$ cat src/rtl/mdio_mgmt_master.sv
module mdio_mgmt_master #(
  parameter logic [15:0] DIV_RST = 16'h00FF
) (
  input  logic        clk,
  input  logic        rst_n,
  input  logic        reg_sel,
  input  logic        reg_we,
  input  logic [31:0] reg_wdata,
  output logic [31:0] reg_rdata,
  output logic        mdc,
  output logic        mdio_o,
  output logic        mdio_oe,
  input  logic        mdio_i
);

  localparam int FRAME_BITS = 64;
  localparam logic [5:0] LAST_IDX = 6'(FRAME_BITS - 1);
  localparam logic [5:0] TA2_IDX = 6'd47;
  localparam logic [5:0] DATA_IDX = 6'd48;
  localparam logic [5:0] REL_IDX = 6'd46;

  logic        en, flt, flt_en;
  logic [15:0] div;
  logic        go, wr_dir, ack, ta_smp;
  logic [4:0]  ra, pa;
  logic [15:0] dat, rd;
  logic [15:0] cnt;
  logic [5:0]  idx;
  logic [63:0] sh;
  logic        mdc_q, mdo_q, oe_q;

  logic [15:0] dv, hdiv;
  logic        rise, fall, ctrl_wr, usr_wr, start;
  logic        unused_wbits;

  assign dv      = (div == 16'd0) ? 16'd1 : div;
  assign hdiv    = dv >> 1;
  assign rise    = go & en & (cnt == hdiv);
  assign fall    = go & en & (cnt == dv);
  assign ctrl_wr = reg_we & ~reg_sel;
  assign usr_wr  = reg_we & reg_sel & ~go;
  assign start   = usr_wr & reg_wdata[31] & en;
  assign unused_wbits = ^reg_wdata[29:26];

  assign reg_rdata = reg_sel ? {go, wr_dir, ack, 3'b000, ra, pa, dat}
                             : {~go, en, 10'd0, flt, flt_en, 2'b00, div};
  assign mdc     = mdc_q;
  assign mdio_o  = mdo_q;
  assign mdio_oe = oe_q;

  always_ff @(posedge clk) begin
    if (!rst_n) begin
      en     <= 1'b0;
      flt    <= 1'b0;
      flt_en <= 1'b0;
      div    <= DIV_RST;
      go     <= 1'b0;
      wr_dir <= 1'b0;
      ack    <= 1'b0;
      ta_smp <= 1'b1;
      ra     <= '0;
      pa     <= '0;
      dat    <= '0;
      rd     <= '0;
      cnt    <= '0;
      idx    <= '0;
      sh     <= '1;
      mdc_q  <= 1'b0;
      mdo_q  <= 1'b1;
      oe_q   <= 1'b0;
    end else begin
      if (ctrl_wr) begin
        en     <= reg_wdata[30];
        flt_en <= reg_wdata[18];
        div    <= reg_wdata[15:0];
      end
      if (rise && oe_q && flt_en && (mdio_i != mdo_q))
        flt <= 1'b1;
      else if (ctrl_wr && reg_wdata[19])
        flt <= 1'b0;

      if (usr_wr) begin
        wr_dir <= reg_wdata[30];
        ra     <= reg_wdata[25:21];
        pa     <= reg_wdata[20:16];
        dat    <= reg_wdata[15:0];
      end

      if (start) begin
        go    <= 1'b1;
        cnt   <= '0;
        idx   <= '0;
        rd    <= '0;
        sh    <= {32'hFFFF_FFFF, 2'b01,
                  reg_wdata[30] ? 2'b01 : 2'b10,
                  reg_wdata[20:16], reg_wdata[25:21],
                  reg_wdata[30] ? 2'b10 : 2'b11,
                  reg_wdata[30] ? reg_wdata[15:0] : 16'hFFFF};
        mdc_q <= 1'b0;
        mdo_q <= 1'b1;
        oe_q  <= 1'b1;
      end else if (go && !en) begin
        go    <= 1'b0;
        mdc_q <= 1'b0;
        oe_q  <= 1'b0;
        mdo_q <= 1'b1;
      end else if (go) begin
        cnt <= fall ? 16'd0 : cnt + 16'd1;
        if (rise) begin
          mdc_q <= 1'b1;
          if (!wr_dir && idx == TA2_IDX) ta_smp <= mdio_i;
          if (!wr_dir && idx >= DATA_IDX) rd <= {rd[14:0], mdio_i};
        end
        if (fall) begin
          mdc_q <= 1'b0;
          if (idx == LAST_IDX) begin
            go    <= 1'b0;
            oe_q  <= 1'b0;
            mdo_q <= 1'b1;
            if (!wr_dir) begin
              dat <= rd;
              ack <= ~ta_smp;
            end
          end else begin
            idx   <= idx + 6'd1;
            sh    <= {sh[62:0], 1'b1};
            mdo_q <= sh[62];
            oe_q  <= wr_dir | (idx < REL_IDX - 6'd1);
          end
        end
      end
    end
  end

  a_r9_mdc_off_when_disabled: assert property (@(posedge clk) disable iff (!rst_n)
    !en |=> !mdc_q);

  a_r5_mdc_low_between_frames: assert property (@(posedge clk) disable iff (!rst_n)
    !go |-> !mdc_q);

  a_r6_data_moves_on_low: assert property (@(posedge clk) disable iff (!rst_n)
    !$stable(mdo_q) |-> !mdc_q);

  a_r7_read_releases_line: assert property (@(posedge clk) disable iff (!rst_n)
    (go && !wr_dir && idx >= REL_IDX) |-> !oe_q);

  a_r8_fields_hold_busy: assert property (@(posedge clk) disable iff (!rst_n)
    ($past(go) && go) |-> ($stable(ra) && $stable(pa) && $stable(wr_dir)));

  a_r10_fault_sticky: assert property (@(posedge clk) disable iff (!rst_n)
    ($past(flt) && !$past(ctrl_wr && reg_wdata[19])) |-> flt);

endmodule

$ cat config.mk
export PLATFORM = sky130hd
export DESIGN_NAME = mdio_mgmt_master
export DESIGN_NICKNAME = d
export VERILOG_FILES = /design/src/rtl/mdio_mgmt_master.sv
export SDC_FILE = /design/constraint.sdc
export NUM_CORES = 1
export LEC_CHECK = 0
export ABC_CLOCK_PERIOD_IN_PS = 5800
export BUFFER_PORTS_ARGS = -buffer_cell sky130_fd_sc_hd__buf_2
export CAP_MARGIN = 20
export CORE_MARGIN = 2
export CORE_UTILIZATION = 50
export CTS_CLUSTER_SIZE = 14
export DETAILED_ROUTE_END_ITERATION = 16
export GPL_TIMING_DRIVEN = 0
export HOLD_SLACK_MARGIN = 0.06
export PLACE_DENSITY = 0.69
export SLEW_MARGIN = 20
export SYNTH_ARGS = -nofsm -noshare
export SYNTH_HDL_FRONTEND = slang
export SYNTH_SLANG_ARGS = --single-unit
$ cat constraint.sdc
create_clock -name clk -period 5.8 [get_ports clk]
set_input_delay 1.16 -clock clk [delete_from_list [all_inputs] [get_ports clk]]
set_output_delay 1.16 -clock clk [all_outputs]
set_load 0.1 [all_outputs]
# Word-level counts from Yosys, hierarchy flattened
# Index checks and enable logic that the tools add are counted.
# op_classes
add_sub_neg	2
order_cmp	2
eq_ne	7
mux	33
bitwise	17
reduce_logical	27
# ops
operator	n
$mux 32	6
$mux 16	10
$add 16x1->16 const B	1
$eq 16x15->1	1
$eq 16x16->1	1
$logic_not 16->1	1
$mux 1	16
$eq 6x6->1 const B	2
$reduce_and 4->1	3
$and 1x1->1	8
$not 1->1	8
$reduce_and 2->1	4
$reduce_bool 2->1	4
$logic_and 1x1->1	7
$add 6x1->6 const B	1
$ge 6x6->1 const B	1
$lt 6x6->1 const B	1
$reduce_and 6->1	1
$reduce_bool 3->1	2
$reduce_and 5->1	1
$ne 2x2->1 const B	2
$reduce_or 3->1	1
$logic_not 1->1	2
$mux 2	1
other kinds (3)	3
# word_totals
regBits	153
in_bits	37
output_inout_bits	35
elab_cells	107

# Logic depth before layout (Yosys ltp)
# depth
depth_word	9
depth_mapped	9
ltp_nobuf	7

# Least setup slack after synthesis
# OpenSTA, ideal clock, no wires.
# synth_timing
path_kind	input -> output
start	input reg_sel
end	output reg_rdata[31]
t_arrival_ns	2.888
required_ns	4.640
path_slack_ns	1.752
cell_stages	2
n_path_buf	1
path_cell_list	clkbuf_1 xnor2_1
# synth_via
elab_chain_len	1
# synth_lines
element	line_no	text
from (decl)	6	input logic reg_sel,
$mux 32	45	assign reg_rdata = reg_sel ? {go, wr_dir, ack, 3'b000, ra, pa, dat}
to (decl)	9	output logic [31:0] reg_rdata,
# No other way between the ends.

# Final worst setup path
# layout_timing
start	input reg_sel
end	output reg_rdata[19]
# Same word-level chain as after synthesis.

==> impl_metrics.py <==
metrics = {
    "outcome": {
        "run_status": "finished, final reports clean",
    },
    "synth": {
        "synth_top_family_by_area": "simple AND/OR/NAND/NOR gates",
        "synth_top_area_share_pct": 43.24,
        "synth_edf_count": 0,
        "netlist.top_cell.by_area": "sky130_fd_sc_hd__dfxtp_1",
        "mappedNetlistArea_um2": 7084,
        "synth_area_per_cell_um2": 8.474,
        "postSynth.asyncResetShare_pct": 0,
        "synthXorXnorAreaFrac_pct": 6.058,
        "synth_compound_area_share_pct": 11.06,
        "synthesis.yosys.warnings": 0,
        "synth-simple-area-share_pct": 26.95,
        "synthMostInstantiatedCell": "sky130_fd_sc_hd__nand2_1",
        "ys_seq_area_share_pct": 43.24,
        "post_synth_most_frequent_cells": "sky130_fd_sc_hd__nand2_1, sky130_fd_sc_hd__dfxtp_1, sky130_fd_sc_hd__nand3_1",
        "yosys-top-cells-area": "sky130_fd_sc_hd__dfxtp_1, sky130_fd_sc_hd__nand2_1, sky130_fd_sc_hd__xor2_1",
        "synthDistinctLibCells": 53,
        "yosys-mux-area-fraction_pct": 6.976,
        "flip_flop_and_latch_count_after_synthesis": 153,
        "area_share_of_fa_ha_maj_cells_after_synthesis_pct": 0.5298,
        "syn-instance-count": 836,
        "synth_top_flop_cell": "sky130_fd_sc_hd__dfxtp_1",
    },
    "cts": {
        "cts_clk_pin_slew_worst_paths_ns": 0.06,
        "clock-root-buffer": "sky130_fd_sc_hd__clkbuf_16",
        "cts_setup_buffers": 0,
        "hold_buffers": 0,
        "clock_tree_from_tritoncts": "built",
        "numClockSinks": 153,
        "htree_num_levels": 4,
        "cts_inserted_buffers": 17,
        "post_cts.resized_instances": 0,
        "clk_latency_ns": 0.42,
        "cts_buffer_depth": 2,
    },
    "global_route": {
        "number_of_global_route_vias_before_repair": 5515,
        "grt_antenna_before_repair": 0,
        "globalRoute.totalOverflow": 0,
        "grt.total_usage_pct": 24.30,
        "grt_max_degree": 17,
        "grt_first_pass_wirelength_mm": 28.45,
    },
    "die": {
        "die_area_um2": 15140,
        "rows": 43,
        "ios": 72,
        "fp.coreArea_um2": 13880,
        "die_w_um": 123.0,
        "start_util_pct": 51.04,
        "die-height_um": 123.0,
    },
    "drt": {
        "dr.first_iter.drc_count": 363,
        "detailroute.via_count": 5973,
        "post_drt_wl_per_cell_um": 15.75,
        "drt-vias-per-instance": 5.367,
        "totalWireLength_mm": 17.53,
        "antenna_nets_post_route": 0,
        "detail_route.drc_violations": 0,
        "firstDrtPassIters": 5,
    },
    "critical_path": {
        "reg2reg_to": "sh[13]",
        "worst_path_max_stage_delay_ns": 0.54,
        "setup.worst_path.start_class": "input port",
        "worstPathRequired_ns": 4.64,
        "crit_slowest_cell": "sky130_fd_sc_hd__buf_1",
        "criticalPathCategory": "in2out",
        "reg2reg_from": "div[10]",
        "timing.critical_path.to_type": "output port",
        "r2r_setup_slack_ns": 3.11,
        "worst_r2r_path_depth": 7,
        "worst-endpoint-arrival_ns": 2.98,
        "path_cells": "buf_2 -> buf_1 -> buf_1 -> mux2_2 -> buf_2",
        "critical_path.max_fanout": 10,
    },
    "timing": {
        "fmax_achieved_mhz": 241.4,
        "setup_repair_after_global_routing_missed_its_margin": "no",
        "post-route-worst-setup-slack_ns": 1.657,
        "hold_violations": 0,
        "period_needed_ns": 4.143,
        "finalCritPeriodShare_pct": 71.44,
        "worst_clock_skew_ns": 0.008157,
        "fin_hold_ws_ns": 0.4621,
        "number_of_failing_setup_endpoints_in_the_final_timing_report": 0,
        "relSlewSlack_pct": 54.77,
        "timing_worst_slew_pin_value_ns": 0.6753,
        "totalNegativeSetupSlack_ns": 0,
        "final_max_slew_viol_count": 0,
    },
    "hold_path": {
        "hold_path.class": "reg2reg",
        "worst_hold_path.num_cells": 2,
        "min_to": "sh[39]",
        "worst_hold_startpoint": "sh[38]",
    },
    "placed_design": {
        "port_buffers": 63,
        "place.detailed.hpwl_mm": 12.88,
        "detailedPlace.worstSlack_ns": 1.659,
        "gp_congestion": 0.9706,
    },
    "power": {
        "cellPowerDensity_nw_per_um2": 304.2,
        "peakVddDrop_v": 0.0002699,
        "static-leakage-power_nw": 3.678,
    },
    "job": {
        "drv_cap": 0,
    },
    "layout": {
        "synthToLayoutAreaGrowth_pct": 16.69,
        "antenna_fix_cells": 0,
        "drive_gt1_share_pct": 16.40,
        "final_net_count": 960,
    },
}
cell type report:
class / count / area (um^2)
clock buffer: 19 / 442.9
multi-input combinational: 607 / 3665
buffer: 62 / 304.0
tap: 180 / 225.2
inverter: 16 / 60.06
clock inverter: 13 / 191.4
fill: 1295 / 5614
timing repair buffer: 63 / 315.3
sequential: 153 / 3063
how the worst max path moves through the flow:
stage	from	end	cells past startpoint
detailed placement	reg_sel	reg_rdata[19]	5
CTS	reg_sel	reg_rdata[19]	5
global route	reg_sel	reg_rdata[19]	5
floorplan	reg_sel	reg_rdata[31]	2
finish	reg_sel	reg_rdata[19]	5
global placement	reg_sel	reg_rdata[14]	5
critical path: cells and delay by family:
family,cells,cell delay [ns]
multiplexers,1,0.42
buffers and inverters,4,1.39
power by group:
group | switching (W) | total (W) | internal [W] | leakage, nW
Sequential | 0.0000192 | 0.00109 | 0.00107 | 1.24
Combinational | 0.000176 | 0.000234 | 0.0000587 | 2.13
Clock | 0.000456 | 0.00119 | 0.000737 | 0.306
Total | 0.000651 | 0.00251 | 0.00186 | 3.68
sequential cells by signal, indices dropped and copies added (netlist names), 5 cells and up:
| name | count |
|---|---|
| cnt | 16 |
| dat | 16 |
| sh | 63 |
| rd | 16 |
| idx | 6 |
| pa | 5 |
| ra | 5 |
| div | 16 |
cell usage in the layout, fill, tap and decap left out, types with 4 or more instances in the layout:
master and n:
sky130_fd_sc_hd__xor2_1 41, sky130_fd_sc_hd__mux2_2 19, sky130_fd_sc_hd__buf_4 5, sky130_fd_sc_hd__nor3_1 7, sky130_fd_sc_hd__bufinv_16 4, sky130_fd_sc_hd__nand3b_1 14, sky130_fd_sc_hd__nand3_1 57, sky130_fd_sc_hd__o211a_1 17
sky130_fd_sc_hd__o21ai_0 9, sky130_fd_sc_hd__nor2b_1 4, sky130_fd_sc_hd__mux2i_1 28, sky130_fd_sc_hd__clkbuf_16 17, sky130_fd_sc_hd__and2_1 12, sky130_fd_sc_hd__nand3_2 14, sky130_fd_sc_hd__o211ai_1 15, sky130_fd_sc_hd__a31oi_1 11
sky130_fd_sc_hd__a21boi_0 21, sky130_fd_sc_hd__inv_1 16, sky130_fd_sc_hd__dfxtp_1 153, sky130_fd_sc_hd__buf_2 69, sky130_fd_sc_hd__nand4_1 6, sky130_fd_sc_hd__a21oi_1 24, sky130_fd_sc_hd__clkbuf_1 40, sky130_fd_sc_hd__nor4_1 13
sky130_fd_sc_hd__xnor2_1 8, sky130_fd_sc_hd__nand2_1 191, sky130_fd_sc_hd__nor2_1 56, sky130_fd_sc_hd__buf_1 6, sky130_fd_sc_hd__buf_6 6
logic make-up after synthesis:
kind of cell / count (synthesis)
multiplexers: 47
buffers and inverters: 78
XOR/XNOR: 49
AND/OR/NAND/NOR: 396
AO/OA/AOI/OAI: 109
flip-flops: 153
adder cells (fa/ha/maj): 3
other: 1
per-layer routing:
layer  up-vias  share of wire, %  global-route usage (%)
met5         -                 0                       0
met4         0               2.7                   10.44
met3        35               4.5                   4.935
met2       144                45                   36.84
met1      2783                47                   33.57
li1       3011                 -                       -
per-stage QoR:
| step | std cells | cell area, um^2 | power [W] | util (%) |
|---|---|---|---|---|
| after floorplan | 838 | 7092 | 0.001284 | - |
| after global placement | 1081 | 7632 | 0.001342 | 54.98 |
| after detailed placement | 1081 | 7632 | 0.001343 | 54.98 |
| after CTS | 1113 | 8267 | 0.002531 | 59.55 |
| after global routing | 1113 | 8267 | 0.002596 | 59.55 |
| final | 1113 | 8267 | 0.002515 | 59.55 |
(Power assumes the default switching activity.)
